$ cat config.mk
export PLATFORM = sky130hd
export DESIGN_NAME = word_serializer
export DESIGN_NICKNAME = d
export VERILOG_FILES = /design/src/rtl/ser_pkg.sv /design/src/rtl/ser_divider.sv /design/src/rtl/ser_capture.sv /design/src/rtl/ser_shifter.sv /design/src/rtl/word_serializer.sv
export SDC_FILE = /design/constraint.sdc
export NUM_CORES = 1
export LEC_CHECK = 0
export CELL_PAD_IN_SITES_DETAIL_PLACEMENT = 1
export CELL_PAD_IN_SITES_GLOBAL_PLACEMENT = 2
export CORE_MARGIN = 2
export CORE_UTILIZATION = 35
export CTS_BUF_LIST = sky130_fd_sc_hd__clkbuf_2 sky130_fd_sc_hd__clkbuf_4 sky130_fd_sc_hd__clkbuf_8
export DETAILED_ROUTE_END_ITERATION = 7
export PLACE_DENSITY_LB_ADDON = 0.1
export REMOVE_ABC_BUFFERS = 1
export SYNTH_ARGS = -nofsm -noshare
export SYNTH_HDL_FRONTEND = slang
export SYNTH_SLANG_ARGS = --single-unit
$ cat constraint.sdc
create_clock -name bit_clk -period 2.2 [get_ports bit_clk]
set_input_delay 0.22 -clock bit_clk [delete_from_list [all_inputs] [get_ports bit_clk]]
set_output_delay 0.22 -clock bit_clk [all_outputs]
set_load 0.02 [all_outputs]
$ cat src/rtl/ser_pkg.sv
`timescale 1ns/1ps
package ser_pkg;

  // Phase that follows c in a divider of the given period.
  function automatic int next_phase(input int c, input int period);
    return (c == period - 1) ? 0 : c + 1;
  endfunction

  // Word clock level for a given divider phase: high in the first half.
  function automatic logic high_half(input int c, input int period);
    return (c < period / 2);
  endfunction

endpackage

$ cat src/rtl/ser_divider.sv
`timescale 1ns/1ps
module ser_divider
  import ser_pkg::*;
#(
  parameter int RATIO = 16,
  localparam int CW = $clog2(RATIO)
) (
  input  logic clk,
  input  logic rst,
  output logic word_clk,
  output logic cap_evt,
  output logic load_evt
);

  logic [CW-1:0] phase;
  logic [CW-1:0] phase_nxt;

  always_comb phase_nxt = CW'(next_phase(int'(phase), RATIO));

  always_ff @(negedge clk) begin
    if (rst) begin
      phase    <= '0;
      word_clk <= 1'b1;
    end else begin
      phase    <= phase_nxt;
      word_clk <= high_half(int'(phase_nxt), RATIO);
    end
  end

  // Capture where word_clk falls; load where it rises.
  assign cap_evt  = (phase == CW'(RATIO / 2 - 1));
  assign load_evt = (phase == CW'(RATIO - 1));


  phase_step_chk: assert property (@(negedge clk) disable iff (rst)
    !$past(rst) |-> phase == CW'(next_phase(int'($past(phase)), RATIO)));


  wclk_toggle_chk: assert property (@(negedge clk) disable iff (rst)
    !$past(rst) |-> ((word_clk != $past(word_clk)) ==
                     ($past(phase) == CW'(RATIO / 2 - 1) || $past(phase) == CW'(RATIO - 1))));


  div_reset_chk: assert property (@(negedge clk) disable iff (rst)
    $past(rst) |-> (phase == '0 && word_clk));

endmodule

$ cat src/rtl/ser_capture.sv
`timescale 1ns/1ps
module ser_capture #(
  parameter int W = 16
) (
  input  logic         clk,
  input  logic         rst,
  input  logic         cap_evt,
  input  logic [W-1:0] din,
  output logic [W-1:0] shadow
);

  always_ff @(negedge clk) begin
    if (rst)          shadow <= '0;
    else if (cap_evt) shadow <= din;
  end


  shadow_hold_chk: assert property (@(negedge clk) disable iff (rst)
    (!$past(rst) && !$past(cap_evt)) |-> $stable(shadow));

endmodule

$ cat src/rtl/ser_shifter.sv
`timescale 1ns/1ps
module ser_shifter #(
  parameter int W = 16
) (
  input  logic         clk,
  input  logic         rst,
  input  logic         load_evt,
  input  logic [W-1:0] shadow,
  output logic         ser_out
);

  logic [W-1:0] sh_q;

  always_ff @(negedge clk) begin
    if (rst)           sh_q <= '0;
    else if (load_evt) sh_q <= shadow;
    else               sh_q <= {1'b0, sh_q[W-1:1]};
  end

  assign ser_out = sh_q[0];


  shift_order_chk: assert property (@(negedge clk) disable iff (rst)
    (!$past(rst) && !$past(load_evt)) |-> ser_out == $past(sh_q[1]));


  load_first_chk: assert property (@(negedge clk) disable iff (rst)
    (!$past(rst) && $past(load_evt)) |-> ser_out == $past(shadow[0]));


  ser_reset_chk: assert property (@(negedge clk) disable iff (rst)
    $past(rst) |-> !ser_out);

endmodule

$ cat src/rtl/word_serializer.sv
`timescale 1ns/1ps
module word_serializer #(
  parameter int DATA_W = 16
) (
  input  logic              bit_clk,
  input  logic              rst,
  input  logic [DATA_W-1:0] par_data,
  output logic              ser_out,
  output logic              word_clk
);

  localparam int RATIO = DATA_W;

  logic              cap_evt;
  logic              load_evt;
  logic [DATA_W-1:0] shadow;

  ser_divider #(.RATIO(RATIO)) u_div (
    .clk      (bit_clk),
    .rst      (rst),
    .word_clk (word_clk),
    .cap_evt  (cap_evt),
    .load_evt (load_evt)
  );

  ser_capture #(.W(DATA_W)) u_cap (
    .clk     (bit_clk),
    .rst     (rst),
    .cap_evt (cap_evt),
    .din     (par_data),
    .shadow  (shadow)
  );

  ser_shifter #(.W(DATA_W)) u_shf (
    .clk      (bit_clk),
    .rst      (rst),
    .load_evt (load_evt),
    .shadow   (shadow),
    .ser_out  (ser_out)
  );


  evt_exclusive_chk: assert property (@(negedge bit_clk) disable iff (rst)
    $onehot0({cap_evt, load_evt}));

endmodule

---- Word level (Yosys, flattened, before mapping) ----
Index checks and enable logic that the tools add are counted.
word-level totals
  register bits ........................... 37
  input port bits ......................... 18
  output and inout port bits .............. 2
  word-level logic and storage cells ...... 14
cells by class
  $add $sub $neg .......................... 1
  $lt $le $gt $ge ......................... 1
  eq/ne operators ......................... 3
  multiplexer cells ....................... 2
  bitwise operators ....................... 1
  reduce and logical (&&, ||, !) cells .... 1
operators by type and width
  kind                 count
  $mux 15              1
  $add 4x1->4 const B  1
  $eq 4x1->1 const B   1
  $eq 4x3->1 const B   1
  $eq 4x4->1 const B   1
  $lt 4x4->1 const B   1
  $mux 4               1
  $reduce_or 2->1      1
  $not 1->1            1

---- Longest topological paths before layout ----
Gate-level depths: netlist of the first run.
  depth after elaboration ................. 3
  depth in mapped cells ................... 6

---- Cells and area by module ----
Synthesis of the first run repeated with hierarchy kept, for this count alone.
second synthesis, totals
  cells, all modules ...................... 124
  area total of the unflattened synthesis .. 1353.8 µm²
modules (own cells, without submodules)
  module       times used  cells each  area an instance (µm²)
  ser_capture  1           53          584.3
  ser_shifter  1           53          580.6
  ser_divider  1           18          188.9

==> impl_metrics.ini, run 1 <==
[die]
io_pins = 20
die_area_um2 = 4470
dieWidth_um = 66.9
die_h_um = 66.9
rows = 22
core-area_um2 = 3720
start_util_pct = 37.2

[timing]
drv_slew = 0
finalSetupViolations = 0
final_hold_viol_count = 0
rsz0062_at_grt = no
maxSlewHeadroom_pct = 74.3
finClkSkew_ns = 0.0207
tightestPinTransition_ns = 0.383
layout_setup_ws_ns = 0.0709

[logic_synthesis]
synth.largest_area_cell = dfxtp_1
postSynthAreaPerCell_um2 = 8.86
ys_top_cells_by_count = 59 x nand2_1, 37 x dfxtp_1, 21 x a21oi_1
yosysUniqueCellTypes = 24
yosysSeqAreaShare_pct = 53.6
synth_top_cells_by_area = dfxtp_1 54%, nand2_1 16%, a21oi_1 7.6%
synth_warnings = 0
yosys_most_used_dff = dfxtp_1
synthCells = 156
synth_top_area_share_pct = 53.6
ys_ff_latch = 37
syn-cell-area_um2 = 1380
synthArstFlopShare_pct = 0
synth_most_common_cell = nand2_1
synth_edf_count = 0

[cells_and_area]
fillers = 475
diodes = 0
drive_above_1_share_pct = 14.6
area_growth_pct = 33.8
fin_area_um2 = 1850
final_nets = 231

[placement]
pre_cts_ws_ns = -0.114
portBuffers = 19
routabilityCongestion = 0.714
placed_area_um2 = 1590
dp_hpwl_mm = 1.98

[cts]
cts_hold_buf = 0
cts_made_buffers = 5
h-tree-depth = 2
cts_tree = yes
cts_max_path_buffers = 2
clock_latency_ns = 0.36
path_clk_slew_ns = 0.04
root_buffer = clkbuf_8
cts.sinks = 37

[setup_path]
worstPathRequired_ns = 1.98
worst-path-buf-inv = 1
reg2reg_depth = 5
path_cells = buf_2
crit_path_max_incr_delay_ns = 0.30
crit_fanout = 1
slowest_stage = dfxtp_1
end_kind = output pin
critPathTopFamily = flip-flops
cp.arrival_ns = 1.91
cp.depth = 1
setup.worst_path.class = flip-flop to output pin
critPathLaunchType = flip-flop

[grt]
grt-ovfl-total = 0
antenna_found_initial = 0
gr-usage-all-layers_pct = 17.3
grt_pass1_vias = 1393
grt_max_degree = 27
grt_pass1_wl_mm = 5.74

[drt]
vias = 1194
drc = 0
ant_nets = 0
firstDrtPassIters = 4
routed_via_density = 4.57
wire_per_inst_um = 12.1
totalWireLength_mm = 3.16
drtIter0Drc = 46

[run]
drv_cap = 0

[status]
status = finished, final reports clean

[worst_hold_path]
holdPathStages = 2
hold_class = flip-flop to flip-flop

[power_and_ir_drop]
power_mw = 1.72
power_density_nw_per_um2 = 929
p_leak_nw = 0.779
peakVddDrop_uv = 536
==> cell usage in the layout (no fill, tap or decap) <==
cell	synthesis	layout
buf_2	3	2
nand2_2	3	3
dfxtp_1	37	37
and3b_1	1	1
ha_1	1	1
nor3_1	1	1
a311o_1	1	1
clkinv_4	0	1
a21o_2	1	1
buf_12	1	1
xnor2_1	1	1
a21oi_2	10	10
nor3b_1	2	2
a21oi_1	21	21
clkdlybuf4s50_1	0	17
nor2_1	1	1
bufinv_16	0	2
a31oi_1	1	1
clkbuf_8	0	5
nand3_2	1	1
inv_1	2	38
buf_4	0	4
and3_1	1	1
nand2_1	59	59
nand3b_2	1	1
==> worst register-to-register path, cell delays in order, from the launching register on <==
cell     delay, ns
dfxtp_1       0.37
ha_1          0.31
and3b_1       0.41
buf_4         0.25
nand2_1       0.09
a21oi_2       0.12
==> per-stage QoR <==
| step | utilization [%] | TNS [ns] | hold slack (ns) | instances |
|---|---|---|---|---|
| 6_report | 49.8 | 0 | 0.426 | 261 |
| 5_1_grt | 49.8 | 0 | 0.434 | 261 |
| 4_1_cts | 49.8 | 0 | 0.431 | 261 |
| 3_5_place_dp | 42.7 | -3.02 | 0.434 | 217 |
| 3_3_place_gp | 42.7 | -2.47 | 0.426 | 217 |
| 2_1_floorplan | - | 0 | 0.416 | 145 |
==> area by class of cell <==
| type | instances | area (µm²) | area share, % |
|---|---|---|---|
| clock buffers | 5 | 68.8 | 3.72 |
| clock inverters | 40 | 208 | 11.2 |
| inverters | 1 | 3.75 | 0.203 |
| multi-input cells | 106 | 539 | 29.1 |
| flip-flops and latches | 37 | 741 | 40.0 |
| well taps | 48 | 60.1 | 3.25 |
| repair buffers | 24 | 230 | 12.4 |
==> layer usage <==
metal	up-vias	GRT usage [%]	wire length [µm]
met1	559	16.9	1340
met2	21	29.4	1660
li1	612	-	-
met4	0	8.93	23
met5	-	0	0
met3	2	9.12	140
==> cells by family (layout without fill, tap and decap cells) <==
logic type                 Yosys count  count (layout)  share of synthesized area, %
AOI/OAI and AO/OA                   34              34                          15.7
and+or+nand+nor                     70              70                          21.7
DFF                                 37              37                          53.6
xor gates and xnor gates             1               1                         0.634
buffers and inverters               13              70                          7.42
adders and majority gates            1               1                         0.905
==> flip-flops by register name, summed over array words and instances (netlist names) <==
name            cells
u_shf.sh_q         16
u_div.word_clk      1
u_div.phase         4
u_cap.shadow       16
==> power breakdown <==
group / switching, mW / total (mW) / internal (mW) / leakage, nW
sequential: 0.00650 / 0.688 / 0.681 / 0.299
clock: 0.425 / 0.967 / 0.543 / 0.265
combinational: 0.0237 / 0.0639 / 0.0403 / 0.215
==> final timing paths <==
path	from	slack, ns	endpoint
worst min-delay path	u_shf.sh_q[13]	0.43	u_shf.sh_q[12]
worst max register to register	u_div.phase[0]	0.61	u_cap.shadow[3]
worst min register to register	u_shf.sh_q[13]	0.43	u_shf.sh_q[12]
worst max-delay path	u_div.word_clk	0.07	word_clk
==> timing repair <==
item | CTS | global route
buffers inserted | 0 | 0
resized for setup | 8 | 0
endpoints found under the setup margin | 2 | 0
No activity file was read; power rests on OpenSTA's default activity.
==> run 2, diff against run 1 <==
--- a/config.mk
+++ b/config.mk
@@ -8,7 +8,7 @@
 export CELL_PAD_IN_SITES_DETAIL_PLACEMENT = 1
 export CELL_PAD_IN_SITES_GLOBAL_PLACEMENT = 2
 export CORE_MARGIN = 2
-export CORE_UTILIZATION = 35
+export CORE_UTILIZATION = 33
 export CTS_BUF_LIST = sky130_fd_sc_hd__clkbuf_2 sky130_fd_sc_hd__clkbuf_4 sky130_fd_sc_hd__clkbuf_8
 export DETAILED_ROUTE_END_ITERATION = 7
 export PLACE_DENSITY_LB_ADDON = 0.1
==> impl_metrics.ini, run 2 (synthesis gave the netlist of run 1 again) <==
[status]
status = finished, final reports clean

[die]
start_util_pct = 34.3
core-area_um2 = 4030
die_area_um2 = 4720
io_pins = 20
rows = 23
dieWidth_um = 68.7
die_h_um = 68.7

[drt]
totalWireLength_mm = 3.17
routed_via_density = 4.63
drc = 0
firstDrtPassIters = 3
vias = 1218
wire_per_inst_um = 12.0
drtIter0Drc = 29
ant_nets = 0

[worst_hold_path]
hold_class = flip-flop to flip-flop

[cells_and_area]
final_common_cell = nand2_1
fillers = 528
final_nets = 232
diodes = 0
area_growth_pct = 29.3
reg_top3 = u_cap.shadow (16), u_shf.sh_q (16), u_div.phase (4)
fin_area_um2 = 1790
layout_common_cells = 59 x nand2_1, 39 x inv_1, 37 x dfxtp_1
fin_util_pct = 44.4
drive_above_1_share_pct = 14.1

[setup_path]
worstPathRequired_ns = 1.98
crit_fanout = 1
setup.worst_path.class = flip-flop to output pin
critPathTopFamily = flip-flops
cp.arrival_ns = 1.90
path_cells = buf_2
end_kind = output pin
critPathLaunchType = flip-flop
crit_path_max_incr_delay_ns = 0.30
worst-path-buf-inv = 1
slowest_stage = dfxtp_1

[timing]
holdWs_ns = 0.419
maxSlewHeadroom_pct = 73.7
drv_slew = 0
final_hold_viol_count = 0
tightestPinTransition_ns = 0.392
finClkSkew_ns = 0.0177
finalSetupViolations = 0
rsz0062_at_grt = no

[cts]
cts_tree = yes
cts_max_path_buffers = 2
cts_hold_buf = 0
cts.sinks = 37
root_buffer = clkbuf_8
path_clk_slew_ns = 0.05
cts_made_buffers = 5
clock_latency_ns = 0.36
h-tree-depth = 2

[power_and_ir_drop]
power_mw = 1.46
p_leak_nw = 0.752
power_density_nw_per_um2 = 816
peakVddDrop_uv = 296

[placement]
portBuffers = 19
placed_area_um2 = 1590
routabilityCongestion = 0.693
dp_hpwl_mm = 2.00

[grt]
gr-usage-all-layers_pct = 15.5
grt_max_degree = 17
grt-ovfl-total = 0
grt_pass1_wl_mm = 5.19
grt_pass1_vias = 1308
antenna_found_initial = 0

[run]
drv_cap = 0
run 2: changes by cell type in the layout (fill, tap and decap cells not counted):
| cell | delta |
|---|---|
| inv_1 | +1 |
| buf_12 | -1 |
| clkinvlp_2 | +1 |
| clkinv_4 | -1 |
| buf_4 | +2 |
| bufinv_16 | -2 |
run 2: worst paths after layout:
check | slack (ns) | cells after the start | end | from
setup reg to reg | 0.58 | 5 | u_cap.shadow[13] | u_div.phase[0]
hold reg to reg | 0.42 | 2 | u_shf.sh_q[14] | u_shf.sh_q[15]
hold / removal | 0.42 | 2 | u_shf.sh_q[14] | u_shf.sh_q[15]
setup / recovery | 0.08 | 1 | ser_out | u_shf.sh_q[0]
run 2: through the flow:
stage	setup WS (ns)	setup TNS (ns)	std cells
after global routing	0.0228	0	263
after global placement	-0.157	-4.25	220
after detailed placement	-0.194	-5.17	220
final	0.0781	0	263
after floorplan	0.485	0	145
after CTS	0.0647	0	263
run 2: final cells by class:
| class | count | area (µm²) | area share (%) |
|---|---|---|---|
| Timing Repair Buffer | 25 | 225 | 12.6 |
| Tap cell | 50 | 62.6 | 3.50 |
| Sequential cell | 37 | 741 | 41.4 |
| Clock inverter | 39 | 148 | 8.26 |
| Clock buffer | 5 | 68.8 | 3.85 |
| Inverter | 1 | 3.75 | 0.210 |
| Multi-Input combinational cell | 106 | 539 | 30.2 |
run 2: what timing repair did:
item,in CTS,in global routing
resized for setup,8,0
setup endpoints to repair,2,0
setup buffers,0,0
run 2: where the power goes:
part | total (mW) | internal, mW | switching, mW
sequential | 0.688 | 0.682 | 0.00652
combinational | 0.0626 | 0.0388 | 0.0238
clock | 0.707 | 0.299 | 0.409
run 2: layer usage:
layer,track usage [%],routed length (µm),part of all wire (%),vias up
met5,0,0,0,-
met4,12.0,73,2.3,0
met3,9.25,156,4.9,8
met2,24.5,1630,51,26
met1,14.4,1310,41,571
li1,-,-,-,613
==> run 3, diff against run 2 <==
--- a/config.mk
+++ b/config.mk
@@ -9,7 +9,7 @@
 export CELL_PAD_IN_SITES_GLOBAL_PLACEMENT = 2
 export CORE_MARGIN = 2
 export CORE_UTILIZATION = 33
-export CTS_BUF_LIST = sky130_fd_sc_hd__clkbuf_2 sky130_fd_sc_hd__clkbuf_4 sky130_fd_sc_hd__clkbuf_8
+export CTS_BUF_LIST = sky130_fd_sc_hd__clkbuf_4 sky130_fd_sc_hd__clkbuf_8
 export DETAILED_ROUTE_END_ITERATION = 7
 export PLACE_DENSITY_LB_ADDON = 0.1
 export REMOVE_ABC_BUFFERS = 1
==> constraint.sdc (replaced) <==
create_clock -name bit_clk -period 2.2 [get_ports bit_clk]
set_input_delay 0.44 -clock bit_clk [delete_from_list [all_inputs] [get_ports bit_clk]]
set_output_delay 0.44 -clock bit_clk [all_outputs]
set_load 0.02 [all_outputs]
==> impl_metrics.ini, run 3 (synthesis gave the netlist of run 1 again) <==
[status]
status = finished, violations left
violations = setup timing

[die]
core-area_um2 = 4030
io_pins = 20
die_h_um = 68.7
dieWidth_um = 68.7
die_area_um2 = 4720
start_util_pct = 34.3
rows = 23

[setup_path]
setup.worst_path.class = flip-flop to output pin
timing.rr.end = u_cap.shadow[15]
cp.arrival_ns = 1.88
crit_path_max_incr_delay_ns = 0.31
end_kind = output pin
regToRegSetupSlack_ns = 0.60
critPathLaunchType = flip-flop
critPathTopFamily = flip-flops
slowest_stage = dfxtp_2
worst-path-buf-inv = 1
reg2reg_from = u_div.phase[0]
path_cells = buf_6
worstPathRequired_ns = 1.76
reg2reg_depth = 5
crit_fanout = 1

[cells_and_area]
final-instance-count-excl-fill = 263
layout_common_cells = 59 x nand2_1, 39 x inv_1, 35 x dfxtp_1
diodes = 0
reg_top3 = u_cap.shadow (16), u_shf.sh_q (16), u_div.phase (4)
area_growth_pct = 30.3
final_common_cell = nand2_1
fillers = 521
drive_above_1_share_pct = 15.0
final_nets = 232

[grt]
gr-usage-all-layers_pct = 15.6
grt_pass1_wl_mm = 5.23
grt_max_degree = 17
grt_pass1_vias = 1308
grt-ovfl-total = 0
antenna_found_initial = 0

[timing]
layout_setup_ws_ns = -0.119
tightestPinTransition_ns = 0.391
maxSlewHeadroom_pct = 73.8
rsz0062_at_grt = yes
finalSetupViolations = 2
drv_slew = 0
final_hold_viol_count = 0
finClkSkew_ns = 0.0173

[power_and_ir_drop]
p_leak_nw = 0.758
peakVddDrop_uv = 317
power_density_nw_per_um2 = 806
power_mw = 1.45

[worst_hold_path]
holdPathStages = 2
hold_class = flip-flop to flip-flop
min_to = u_shf.sh_q[10]
min_from = u_shf.sh_q[11]

[cts]
clock_latency_ns = 0.36
cts_resized = 15
h-tree-depth = 2
cts.sinks = 37
cts_setup_buffers = 0
cts_tree = yes
cts_max_path_buffers = 2
cts_hold_buf = 0
cts_made_buffers = 5
root_buffer = clkbuf_8
path_clk_slew_ns = 0.04

[drt]
drc = 0
totalWireLength_mm = 3.15
wire_per_inst_um = 12.0
drtIter0Drc = 43
firstDrtPassIters = 2
vias = 1220
routed_via_density = 4.64
ant_nets = 0

[run]
drv_cap = 0

[placement]
portBuffers = 19
dp.cells = 220
pre_cts_ws_ns = -0.408
routabilityCongestion = 0.693
dp_hpwl_mm = 1.97
[run 3: changes by cell type in the layout (fill, tap and decap cells not counted)]
cell             delta
dfxtp_1             -2
dlygate4sd2_1       +1
clkdlybuf4s50_1     -1
buf_6               +2
buf_2               -2
dfxtp_2             +2
[run 3: final cells by class]
| class | instances | area [µm²] | area share, % |
|---|---|---|---|
| Clock buffer | 5 | 68.8 | 3.82 |
| Timing Repair Buffer | 25 | 236 | 13.1 |
| Sequential cell | 37 | 743 | 41.2 |
| Multi-Input combinational cell | 106 | 539 | 29.9 |
| Inverter | 1 | 3.75 | 0.208 |
| Tap cell | 50 | 62.6 | 3.47 |
| Clock inverter | 39 | 148 | 8.19 |
[run 3: per-stage QoR]
step | area, µm² | TNS (ns) | utilization (%) | hold slack, ns
2_1_floorplan | 1290 | 0 | - | 0.416
3_3_place_gp | 1590 | -12.76 | 39.3 | 0.426
3_5_place_dp | 1590 | -13.43 | 39.3 | 0.430
4_1_cts | 1800 | -0.252 | 44.7 | 0.436
5_1_grt | 1800 | -0.309 | 44.7 | 0.442
6_report | 1800 | -0.228 | 44.7 | 0.434
[run 3: worst register-to-register path, stage by stage, from the launching register on]
cell and delay (ns):
dfxtp_1 0.36, ha_1 0.32, and3b_1 0.41, buf_4 0.25, nand2_1 0.08, a21oi_1 0.11
[run 3: where the power goes]
part | leakage (nW) | switching, mW | internal (mW)
clock network | 0.238 | 0.404 | 0.299
registers | 0.299 | 0.00648 | 0.682
logic | 0.221 | 0.0236 | 0.0383
[run 3: how the worst max path moves through the flow]
| stage | start | end | slack (ns) | cells past startpoint |
|---|---|---|---|---|
| 5_1_grt | u_shf.sh_q[0] | ser_out | -0.16 | 1 |
| 6_report | u_shf.sh_q[0] | ser_out | -0.12 | 1 |
| 4_1_cts | u_shf.sh_q[0] | ser_out | -0.13 | 1 |
| 2_1_floorplan | u_shf.sh_q[0] | ser_out | 0.26 | 0 |
| 3_5_place_dp | rst | u_shf.sh_q[15] | -0.41 | 3 |
| 3_3_place_gp | rst | u_shf.sh_q[15] | -0.38 | 3 |
[run 3: routing by layer]
layer,global-route usage (%),wire (µm)
met4,13.0,60
met1,14.9,1410
met2,23.7,1520
met5,0,0
met3,9.58,157
